File: src/rtl/bga_pkg.sv
package bga_pkg;
  typedef enum logic [1:0] {
    ST_IDLE    = 2'd0,
    ST_GRANT   = 2'd1,
    ST_NEGWAIT = 2'd2,
    ST_REGRANT = 2'd3
  } arb_state_e;
endpackage

File: src/rtl/bga_sync.sv
module bga_sync #(
  parameter int unsigned WIDTH  = 1,
  parameter int unsigned STAGES = 2
) (
  input  logic             clk,
  input  logic             rst_n,
  input  logic [WIDTH-1:0] d,
  output logic [WIDTH-1:0] q
);
  logic [WIDTH-1:0] chain [STAGES+1];

  assign chain[0] = d;

  for (genvar g = 0; g < STAGES; g++) begin : g_stage
    always_ff @(posedge clk or negedge rst_n) begin
      if (!rst_n) chain[g+1] <= '0;
      else        chain[g+1] <= chain[g];
    end
  end

  assign q = chain[STAGES];
endmodule

File: src/rtl/bga_delay_cnt.sv
module bga_delay_cnt #(
  parameter int unsigned MAXV = 2,
  parameter int unsigned CW   = $clog2(MAXV + 1)
) (
  input  logic          clk,
  input  logic          rst_n,
  input  logic          load,
  input  logic [CW-1:0] load_val,
  output logic          zero
);
  logic [CW-1:0] cnt;

  always_ff @(posedge clk or negedge rst_n) begin
    if (!rst_n)         cnt <= '0;
    else if (load)      cnt <= load_val;
    else if (cnt != '0) cnt <= cnt - 1'b1;
  end

  assign zero = (cnt == '0);


  cnt_load_chk: assert property (@(posedge clk) disable iff (!rst_n)
    load |=> (cnt == $past(load_val)));


  cnt_step_chk: assert property (@(posedge clk) disable iff (!rst_n)
    (!load && cnt != '0) |=> (cnt == $past(cnt) - 1'b1));
endmodule

File: src/rtl/bga_fsm.sv
module bga_fsm
  import bga_pkg::*;
#(
  parameter int unsigned NEG_DLY     = 2,
  parameter int unsigned REGRANT_DLY = 2
) (
  input  logic clk,
  input  logic rst_n,
  input  logic req_s,
  input  logic ack_s,
  output logic grant
);
  localparam int unsigned MAXD   = (NEG_DLY > REGRANT_DLY) ? NEG_DLY : REGRANT_DLY;
  localparam int unsigned CW     = $clog2(MAXD + 1);
  localparam logic [CW-1:0] NEG_LD = CW'(NEG_DLY - 1);
  localparam logic [CW-1:0] RG_LD  = CW'(REGRANT_DLY - 1);

  arb_state_e    state, nxt;
  logic          ack_d;
  logic          ack_rise;
  logic          ld;
  logic [CW-1:0] ld_val;
  logic          cnt_zero;

  always_ff @(posedge clk or negedge rst_n) begin
    if (!rst_n) begin
      state <= ST_IDLE;
      ack_d <= 1'b0;
    end else begin
      state <= nxt;
      ack_d <= ack_s;
    end
  end

  assign ack_rise = ack_s & ~ack_d;

  always_comb begin
    nxt    = state;
    ld     = 1'b0;
    ld_val = '0;
    unique case (state)
      ST_IDLE: begin
        if (req_s) nxt = ST_GRANT;
      end
      ST_GRANT: begin
        if (ack_rise) begin
          nxt    = ST_NEGWAIT;
          ld     = 1'b1;
          ld_val = NEG_LD;
        end else if (!req_s) begin
          nxt = ST_IDLE;
        end
      end
      ST_NEGWAIT: begin
        if (cnt_zero) begin
          nxt    = ST_REGRANT;
          ld     = 1'b1;
          ld_val = RG_LD;
        end
      end
      ST_REGRANT: begin
        if (cnt_zero) nxt = req_s ? ST_GRANT : ST_IDLE;
      end
      default: nxt = ST_IDLE;
    endcase
  end

  bga_delay_cnt #(.MAXV(MAXD), .CW(CW)) u_cnt (
    .clk      (clk),
    .rst_n    (rst_n),
    .load     (ld),
    .load_val (ld_val),
    .zero     (cnt_zero)
  );

  assign grant = (state == ST_GRANT) || (state == ST_NEGWAIT);


  grant_rise_chk: assert property (@(posedge clk) disable iff (!rst_n)
    $rose(grant) |-> $past(req_s));


  grant_fall_chk: assert property (@(posedge clk) disable iff (!rst_n)
    $fell(grant) |-> ($past(!req_s) || $past(state == ST_NEGWAIT)));


  regrant_gap_chk: assert property (@(posedge clk) disable iff (!rst_n)
    (state == ST_REGRANT && !cnt_zero) |=> !grant);
endmodule

File: src/rtl/bus_grant_arbiter.sv
module bus_grant_arbiter #(
  parameter int unsigned REQ_LINES   = 3,
  parameter int unsigned SYNC_STAGES = 2,
  parameter int unsigned NEG_DLY     = 2,
  parameter int unsigned REGRANT_DLY = 2
) (
  input  logic                 clk,
  input  logic                 rst_n,
  input  logic [REQ_LINES-1:0] req_n,
  input  logic                 ack_n,
  input  logic                 core_busy,
  input  logic                 core_stopped,
  output logic                 bg_n,
  output logic                 core_start_ok,
  output logic                 bus_free_for_master
);
  logic       req_any;
  logic [1:0] sync_q;
  logic       req_s;
  logic       ack_s;
  logic       grant;

  // wired-AND of active-low lines: any low line is a request
  assign req_any = ~&req_n;

  bga_sync #(.WIDTH(2), .STAGES(SYNC_STAGES)) u_sync (
    .clk   (clk),
    .rst_n (rst_n),
    .d     ({req_any, ~ack_n}),
    .q     (sync_q)
  );

  assign req_s = sync_q[1];
  assign ack_s = sync_q[0];

  bga_fsm #(.NEG_DLY(NEG_DLY), .REGRANT_DLY(REGRANT_DLY)) u_fsm (
    .clk   (clk),
    .rst_n (rst_n),
    .req_s (req_s),
    .ack_s (ack_s),
    .grant (grant)
  );

  assign bg_n                = ~grant;
  assign core_start_ok       = ~grant & ~ack_s & ~core_stopped;
  assign bus_free_for_master = grant & ~core_busy & ~ack_s;


  start_block_chk: assert property (@(posedge clk) disable iff (!rst_n)
    core_start_ok |-> bg_n);


  free_needs_grant_chk: assert property (@(posedge clk) disable iff (!rst_n)
    bus_free_for_master |-> (!bg_n && !core_busy));
endmodule

File: config.mk
export PLATFORM = sky130hd
export DESIGN_NAME = bus_grant_arbiter
export DESIGN_NICKNAME = d
export VERILOG_FILES = /design/src/rtl/bga_pkg.sv /design/src/rtl/bga_sync.sv /design/src/rtl/bga_delay_cnt.sv /design/src/rtl/bga_fsm.sv /design/src/rtl/bus_grant_arbiter.sv
export SDC_FILE = /design/constraint.sdc
export NUM_CORES = 1
export LEC_CHECK = 0
export CAP_MARGIN = 20
export CORE_AREA = 2 2 39 41
export DETAILED_ROUTE_END_ITERATION = 16
export DIE_AREA = 0 0 41 43
export PLACE_DENSITY_LB_ADDON = 0.2
export SYNTH_ARGS = -nofsm -noshare
export SYNTH_HDL_FRONTEND = slang
export SYNTH_SLANG_ARGS = --single-unit
export TNS_END_PERCENT = 20
File: constraint.sdc
create_clock -name clk -period 2.6 [get_ports clk]
set_clock_uncertainty 0.05 [all_clocks]
set_input_delay 0.39 -clock clk [delete_from_list [all_inputs] [get_ports clk]]
set_output_delay 0.39 -clock clk [all_outputs]
set_load 0.05 [all_outputs]
* Word level (Yosys, flattened, before mapping)
Cells that the tools add are included.
** Operators by class
- Add/sub/neg operators :: 1
- Equal/unequal tests :: 7
- Multiplexer cells :: 15
- Bitwise logic cells :: 11
- Reduce and logical (&&, ||, !) cells :: 8
** Operator list (count)
- 2-bit two-way mux :: 7
- 2-bit case mux with 4 select lines :: 1
- 1-bit inverter :: 6
- 1-bit bitwise AND :: 5
- 1-bit two-way mux :: 5
- 2-bit equality test, second input constant :: 2
- 2-bit zero test :: 2
- 2-bit by 1-bit != test with 1-bit output, second input constant :: 2
- 2-bit case mux with 2 select lines :: 1
- 4-bit AND reduction :: 1
- 2-bit nonzero test :: 2
- 3-bit by 2-bit != test with 1-bit output, second input constant :: 1
- 3-bit AND reduction :: 1
- 2-bit by 1-bit equality test with 1-bit output, second input constant :: 1
- 2-bit != test, second input constant :: 1
- 1-bit case mux with 2 select lines :: 1
- 2-bit by 1-bit subtractor with 2-bit output, second input constant :: 1
- 1-bit zero test :: 1
- 1-bit logical OR :: 1
** Word-level totals
- Bits in registers :: 9
- Output and inout bits :: 3
- Word-level logic and storage cells :: 47

* Depth between registers and ports, before layout
Gate-level depths: netlist (run 1).
- Depth after elaboration :: 5
- Mapped depth :: 6

* Hierarchy
Synthesis (run 1) repeated with hierarchy kept, for this count alone.
** Second synthesis, totals
- Cell total of the unflattened synthesis :: 46
- Area total of the unflattened synthesis :: 514.2 µm²
** By module, submodules not included
- bga_fsm :: times used 1, cells an instance 23, area an instance 255.2 µm²
- bga_sync :: times used 1, cells an instance 6, area an instance 115.1 µm²
- bga_delay_cnt :: times used 1, cells an instance 12, area an instance 113.9 µm²
- bus_grant_arbiter :: times used 1, cells an instance 5, area an instance 30.0 µm²

* Least setup slack after synthesis (run 1)
Ideal clock, no wire load.
- Path type :: flip-flop to output port
- From :: register u_fsm.state[0]
- To :: output bus_free_for_master
- Arrival :: 2193 ps
- Data required time :: 2160 ps
- Path slack :: -33 ps
- Cell stages (with the launch flop) :: 5
- Cell sequence :: dfrtp_1 > inv_1 > ha_1 > inv_1 > nor3_1
** Between the ends
- Cells in the longest elaborated chain, start to end :: 4
- Elaborated cells on any way between the ends :: 5
- Classes of those cells :: eq/ne (2); bitwise (2); reduce/logical (1)
** RTL lines
- start: declaration :: line bga_fsm.sv:18 : arb_state_e state, nxt;
- start signal: assignment :: line bga_fsm.sv:30 : state <= nxt;
- 2-bit by 1-bit equality test with 1-bit output or 2-bit equality test (tied branches) :: line bga_fsm.sv:76 : assign grant = (state == ST_GRANT) || (state == ST_NEGWAIT);
- 1-bit logical OR (*) :: line bga_fsm.sv:76
- 1-bit bitwise AND (*) (2 in series) :: line bus_grant_arbiter.sv:46 : assign bus_free_for_master = grant & ~core_busy & ~ack_s;
- end: declaration :: line bus_grant_arbiter.sv:15 : output logic bus_free_for_master
Every way passes the cells marked *; elsewhere a longest branch is shown, timed or not.

* Worst setup path after layout (run 1)
- From :: register u_fsm.state[0]
- To :: output bg_n
** Between the ends
- Cells in the longest elaborated chain, start to end :: 3
- Elaborated cells on any way between the ends :: 4
- Classes of those cells :: eq/ne (2); bitwise (1); reduce/logical (1)
** RTL lines
- 2-bit by 1-bit equality test with 1-bit output or 2-bit equality test (tied branches) :: line bga_fsm.sv:76
- 1-bit logical OR (*) :: line bga_fsm.sv:76
- 1-bit inverter (*) :: line bus_grant_arbiter.sv:44 : assign bg_n = ~grant;
- end: declaration :: line bus_grant_arbiter.sv:13 : output logic bg_n,
Marks and branches as above.

==> qor.txt, run 1 <==
Seq cells post-synth: 9
Largest family of logic cells by synthesized area: adder cells
Synth Net Count: 61
Reg2reg start: u_fsm.state[0]$_DFFE_PN0P_
# IOs: 11
Max_cap viols: 0
Hold Path Origin: u_sync.chain[3]$_DFF_PN0_
CP max stage delay: 430 ps
CTS tree: built
Run status: finished, final reports clean
Part of the cycle the worst path needs: 81.4%
First drt pass iteration count: 4
Max VDD drop: 0.558 mV
Synthesized area per cell: 10.3 um^2
Hold EP: u_sync.q[1]$_DFF_PN0_
Cell taking the most area after synthesis: dfrtp_1
Worst hold path stage count: 0
Number of remaining DRC errors: 0
Share of the synthesized area in the top cell type: 47.6%
Startpoint types: flip-flop
R2R Path End: u_fsm.state[0]$_DFFE_PN0P_
Routability congestion estimate: 0.723
Via density per instance: 4.80
Area Growth Syn to Fin: 31.5%
Layout cells sized above 1: 11.7%
Switching part of the total: 45.1%
Synth Area in Compound Gates: 14.8%
Crit Path Class: reg2out
Synthesized area: 473 um^2
Minimum clock period: 2120 ps
Worst path required time: 2160 ps
WL/cell: 10.4 um
Int Pwr: 0.000392 W
Seq/Total Area, Yosys: 47.6%
Post-CTS setup buffers: 0
Placed instance area: 593 um^2
N_diodes: 0
# rows: 14
CTS max path bufs: 2
Largest net degree at the start of global routing: 10
Routed Antenna Nets: 0
Final slew viol count: 0
Critical-path cell list: inv_1, ha_1, inv_1, dlymetal6s2s_1
Gate power share: 56.6%
Final Hold Viols: 0
Most numerous cell on the critical path: inv_1
Number of global-route vias before repair: 354
Ys Warns: 0
Reg2reg path depth: 5
Die ar.: 1760 um^2
Xor and xnor area share after synthesis: 1.85%
Grt total ovfl: 0
Root Driver: clkbuf_4
Fin worst setup slack: 483 ps
CP endpoint kind: primary output
Post-placement setup slack: 376 ps
Worst slew pin tran: 552 ps
Total negative setup slack: 0 ps
Worst min path class: reg2reg
Pwr Density: 1150 nW/um^2
Yosys cell types: 16
Clock network fraction of total power: 14.6%
FMAX: 0.472 GHz
Vias post-DR: 365
Global-route wire length before repair: 1390 um
Num CTS Buffers: 3
Top cells by area, synth: dfrtp_1 (48%), ha_1 (19%), inv_1 (6.3%), a22o_1 (3.7%), a21oi_1 (3.2%)
Mapped Cells: 46
R2R Setup Slk: 710 ps
Maximum level of the CTS H-tree: 1
Clock latency on the worst-skew pair: 250 ps
Crit path max-delay cell type: dlymetal6s2s_1
Die width: 41 um
Initial antenna violation count: 0
Die Y: 43 um
Slew margin rel.: 63.2%
Worst-path fanout max: 5
Hold_buf cts: 0
Final setup violation count: 0
Fin nets: 76
CP arrival: 1680 ps
Post-synthesis mux area share: 0%
Sw Pwr: 0.000322 W
CP delay by family, top: buffers and inverters
Number of port buffers: 10
GR Util All Layers: 12.4%
Initial DRC count: 14
Static Leak: 0.314 nW
Final HPWL DP: 638 um
Min Hold Slack: 296 ps
Clock-pin slew on the worst setup and hold paths: 60 ps
Post-Synth Adder-Cell Area: 18.5%
Crit path buffers/inverters: 3
Final instance area: 622 um^2
Core area: 1380 um^2
Starting Density: 34.2%
Post-synthesis simple-gate area fraction: 10.1%
CTS resizes: 0
Detailed Route WL: 790 um
Sequential Power Share: 28.8%
TritonCTS Sinks: 9
RSZ-0062 raised after global routing: no
[metrics by stage]
step | total power [W] | cells | utilization [%]
2_1_floorplan | 0.000508 | 46 | -
3_3_place_gp | 0.000607 | 72 | 42.9
3_5_place_dp | 0.000613 | 72 | 42.9
4_1_cts | 0.000723 | 76 | 44.8
5_1_grt | 0.000786 | 76 | 44.9
6_report | 0.000714 | 76 | 44.9
[power by group through the flow]
stage	Combinational, W	Sequential [W]	Clock [W]
after CTS	0.000406	0.000207	0.000110
after global placement	0.000399	0.000208	0
after global routing	0.000452	0.000215	0.000120
after detailed placement	0.000403	0.000209	0
after floorplan	0.000305	0.000203	0
final	0.000404	0.000206	0.000104
[layout by cell type (no fill, tap or decap)]
cell / netlist / routed
inv_1: 8 / 8
nand2_1: 4 / 4
buf_4: 0 / 2
a32o_1: 1 / 1
xor2_1: 1 / 1
nor3_1: 2 / 1
a222oi_1: 1 / 1
a22o_1: 2 / 2
nor2_1: 3 / 3
clkbuf_4: 0 / 3
clkdlybuf4s50_1: 0 / 7
clkbuf_1: 0 / 1
inv_2: 1 / 1
ha_1: 7 / 7
nand3_1: 1 / 1
nor2b_1: 1 / 1
a32oi_1: 1 / 1
dlymetal6s2s_1: 0 / 1
a21oi_1: 3 / 3
nor3_2: 0 / 1
o221ai_1: 1 / 1
dfrtp_1: 9 / 9
[how the worst max path moves through the flow]
stage	to	slack (ps)	cells after the start	from
6_report	bg_n	480	4	u_fsm.state[0]$_DFFE_PN0P_
5_1_grt	bg_n	360	4	u_fsm.state[0]$_DFFE_PN0P_
4_1_cts	bg_n	90	4	u_fsm.state[0]$_DFFE_PN0P_
3_5_place_dp	bg_n	380	4	u_fsm.state[0]$_DFFE_PN0P_
3_3_place_gp	bg_n	400	4	u_fsm.state[0]$_DFFE_PN0P_
2_1_floorplan	core_start_ok	230	3	u_fsm.state[0]$_DFFE_PN0P_
[layout make-up]
cell class                      instances  area (um^2)
Inverter                                9         33.8
Multi-Input combinational cell         28          219
Tap cell                               16         20.0
Fill cell                             124          762
Sequential cell                         9          225
Clock buffer                            4         26.3
Timing Repair Buffer                   10         97.6
[worst register-to-register path: cells and delay by family (launching register included)]
| family | cells | cell delay (ps) |
|---|---|---|
| flip-flops | 1 | 410 |
| AO/OA/AOI/OAI | 3 | 980 |
| adder cells (fa/ha/maj) | 1 | 230 |
| buffers and inverters | 1 | 120 |
[kinds of logic after synthesis]
family	count (synthesis)
AO/OA/AOI/OAI	9
XOR/XNOR	1
adder cells (fa/ha/maj)	7
buffers and inverters	9
flip-flops	9
AND/OR/NAND/NOR	11
[Yosys cell counts]
| cell | number |
|---|---|
| nor2_1 | 3 |
| dfrtp_1 | 9 |
| xor2_1 | 1 |
| a32o_1 | 1 |
| a222oi_1 | 1 |
| a21oi_1 | 3 |
| inv_2 | 1 |
| nand3_1 | 1 |
| nor2b_1 | 1 |
| ha_1 | 7 |
| o221ai_1 | 1 |
| inv_1 | 8 |
| a22o_1 | 2 |
| nor3_1 | 2 |
| a32oi_1 | 1 |
| nand2_1 | 4 |
[layer usage]
metal	track usage [%]	share of wire, %	up-vias	routed length, um
met5	0	0	-	0
met4	12.0	1.5	0	12
met3	3.14	2.9	4	23
met2	16.9	47	9	371
met1	14.7	48	170	382
li1	-	-	182	-
No activity file was read; power rests on OpenSTA's default activity.
==> run 2, diff against run 1 <==
==> constraint.sdc (replaced) <==
create_clock -name clk -period 2.2 [get_ports clk]
set_clock_uncertainty 0.05 [all_clocks]
set_input_delay 0.33 -clock clk [delete_from_list [all_inputs] [get_ports clk]]
set_output_delay 0.33 -clock clk [all_outputs]
set_load 0.05 [all_outputs]
==> run 2 against run 1 <==
Net effect:
- design area rose by 5.2%
- final cell count did not move
- clock power rose by 17%
- non-clock buffer count did not move
- register-to-register slack got worse by 320 ps
- critical path depth did not move
- sequential share of layout area fell by 1.8 points
- hold slack improved by 3.5 ps
- flip-flop and latch count did not move
- largest cell class unchanged
- clock-buffer cell count did not move
==> qor.txt, run 2 (synthesis gave the netlist of run 1 again) <==
Largest net degree at the start of global routing: 10 (unchanged)
Number of port buffers: 10 (unchanged)
Minimum clock period: 2060 ps
# IOs: 11 (unchanged)
GR Util All Layers: 11.4% (-0.97 points)
Layout cells sized above 1: 13.3% (+1.7 points)
WL/cell: 10.1 um (-2.7%)
Num CTS Buffers: 3 (unchanged)
Final setup violation count: 0 (unchanged)
Final Hold Viols: 0 (unchanged)
Fin worst setup slack: 143 ps (-340 ps)
Fin nets: 76 (unchanged)
Max_cap viols: 0 (unchanged)
Min Hold Slack: 300 ps (+3.47 ps)
Pwr Density: 1380 nW/um^2 (+20%)
# rows: 14 (unchanged)
Global-route wire length before repair: 1320 um (-5.0%)
Vias post-DR: 367 (+0.55%)
Worst path required time: 1820 ps (-340 ps)
Reg2reg path depth: 6 (+1)
Post-placement setup slack: 396 ps (+20.8 ps)
Run status: finished, final reports clean
Starting Density: 34.2% (unchanged)
Grt total ovfl: 0 (unchanged)
Most common cell after layout, fill and taps aside: dfrtp_1
First drt pass iteration count: 4 (unchanged)
CTS tree: built
Final slew viol count: 0 (unchanged)
Die Y: 43 um (unchanged)
Root Driver: clkbuf_4
TritonCTS Sinks: 9 (unchanged)
Worst hold path stage count: 0 (unchanged)
Via density per instance: 4.83 (+0.55%)
Worst min path class: reg2reg
RSZ-0062 raised after global routing: no
Routed Antenna Nets: 0 (unchanged)
Static Leak: 0.316 nW (+0.65%)
Routability congestion estimate: 0.663 (-8.2%)
R2R Setup Slk: 390 ps (-320 ps)
Max VDD drop: 0.860 mV (+54%)
Number of remaining DRC errors: 0 (unchanged)
Final HPWL DP: 617 um (-3.3%)
Die width: 41 um (unchanged)
Worst slew pin tran: 564 ps (+11.4 ps)
Initial DRC count: 2 (-12)
Clock-pin slew on the worst setup and hold paths: 60 ps (about the same)
Initial antenna violation count: 0 (unchanged)
Worst-path fanout max: 5 (unchanged)
CTS resizes: 0 (unchanged)
CP arrival: 1680 ps (about the same)
FMAX: 0.486 GHz
Startpoint types: flip-flop
CTS max path bufs: 2 (unchanged)
Maximum level of the CTS H-tree: 1 (unchanged)
Highest-count cells in the layout ignoring fill and taps: dfrtp_1 (9), inv_1 (8), ha_1 (7), clkdlybuf4s50_1 (7), nand2_1 (4)
Clock latency on the worst-skew pair: 250 ps (about the same)
Area Growth Syn to Fin: 38.4%
Total negative setup slack: 0 ps (unchanged)
Post-CTS setup buffers: 0 (unchanged)
Hold_buf cts: 0 (unchanged)
Number of global-route vias before repair: 342 (-3.4%)
Part of the cycle the worst path needs: 93.5%
CP endpoint kind: primary output
N_diodes: 0 (unchanged)
Core area: 1380 um^2 (unchanged)
Detailed Route WL: 769 um (-2.7%)
Slew margin rel.: 62.4% (-0.76 points)
Crit Path Class: reg2out
Die ar.: 1760 um^2 (unchanged)
run 2: changes by cell type in the layout (fill, tap and decap cells not counted), sizes merged:
cell | previous run | this run
buf | 2 | 3
dlymetal6s2s | 1 | 0
run 2: cell type report:
| type | count | area, um^2 |
|---|---|---|
| multi-input cells | 28 | 219 |
| clock buffers | 4 | 26.3 |
| inverters | 9 | 33.8 |
| fillers | 135 | 729 |
| flip-flops and latches | 9 | 225 |
| repair buffers | 10 | 130 |
| well taps | 16 | 20.0 |
run 2: through the flow:
stage	instance area (um^2)	total power [W]	std cells	utilization, %
final	654	0.000904	76	47.3
after global routing	654	0.000985	76	47.3
after global placement	628	0.000789	72	45.4
after CTS	654	0.000921	76	47.3
after detailed placement	628	0.000790	72	45.4
after floorplan	478	0.000600	46	-
run 2: final timing paths:
kind,from,endpoint
worst max-delay path,u_fsm.state[0]$_DFFE_PN0P_,core_start_ok
worst min-delay path,u_sync.chain[3]$_DFF_PN0_,u_sync.q[1]$_DFF_PN0_
worst max register to register,u_fsm.u_cnt.cnt[0]$_DFFE_PN0P_,u_fsm.state[0]$_DFFE_PN0P_
worst min register to register,u_sync.chain[3]$_DFF_PN0_,u_sync.q[1]$_DFF_PN0_
max in group asynchronous,rst_n,u_fsm.state[0]$_DFFE_PN0P_
min in group asynchronous,rst_n,u_sync.q[0]$_DFF_PN0_
run 2: report_power, final:
group / internal (W) / switching (W) / leakage [nW]
Sequential: 0.000209 / 0.0000347 / 0.102
Combinational: 0.000242 / 0.000297 / 0.199
Clock: 0.0000696 / 0.0000524 / 0.0150
Total: 0.000520 / 0.000384 / 0.316
run 2: layer usage:
| metal | track usage, % | wire, um |
|---|---|---|
| met1 | 13.9 | 345 |
| met2 | 16.6 | 388 |
| met3 | 1.57 | 22 |
| met4 | 10.0 | 12 |
| met5 | 0 | 0 |
run 2: critical path, cell delays in order, from the launching register on:
cell     delay (ps)
dfrtp_1         410
inv_1           120
ha_1            350
nor3_1          360
buf_12          190
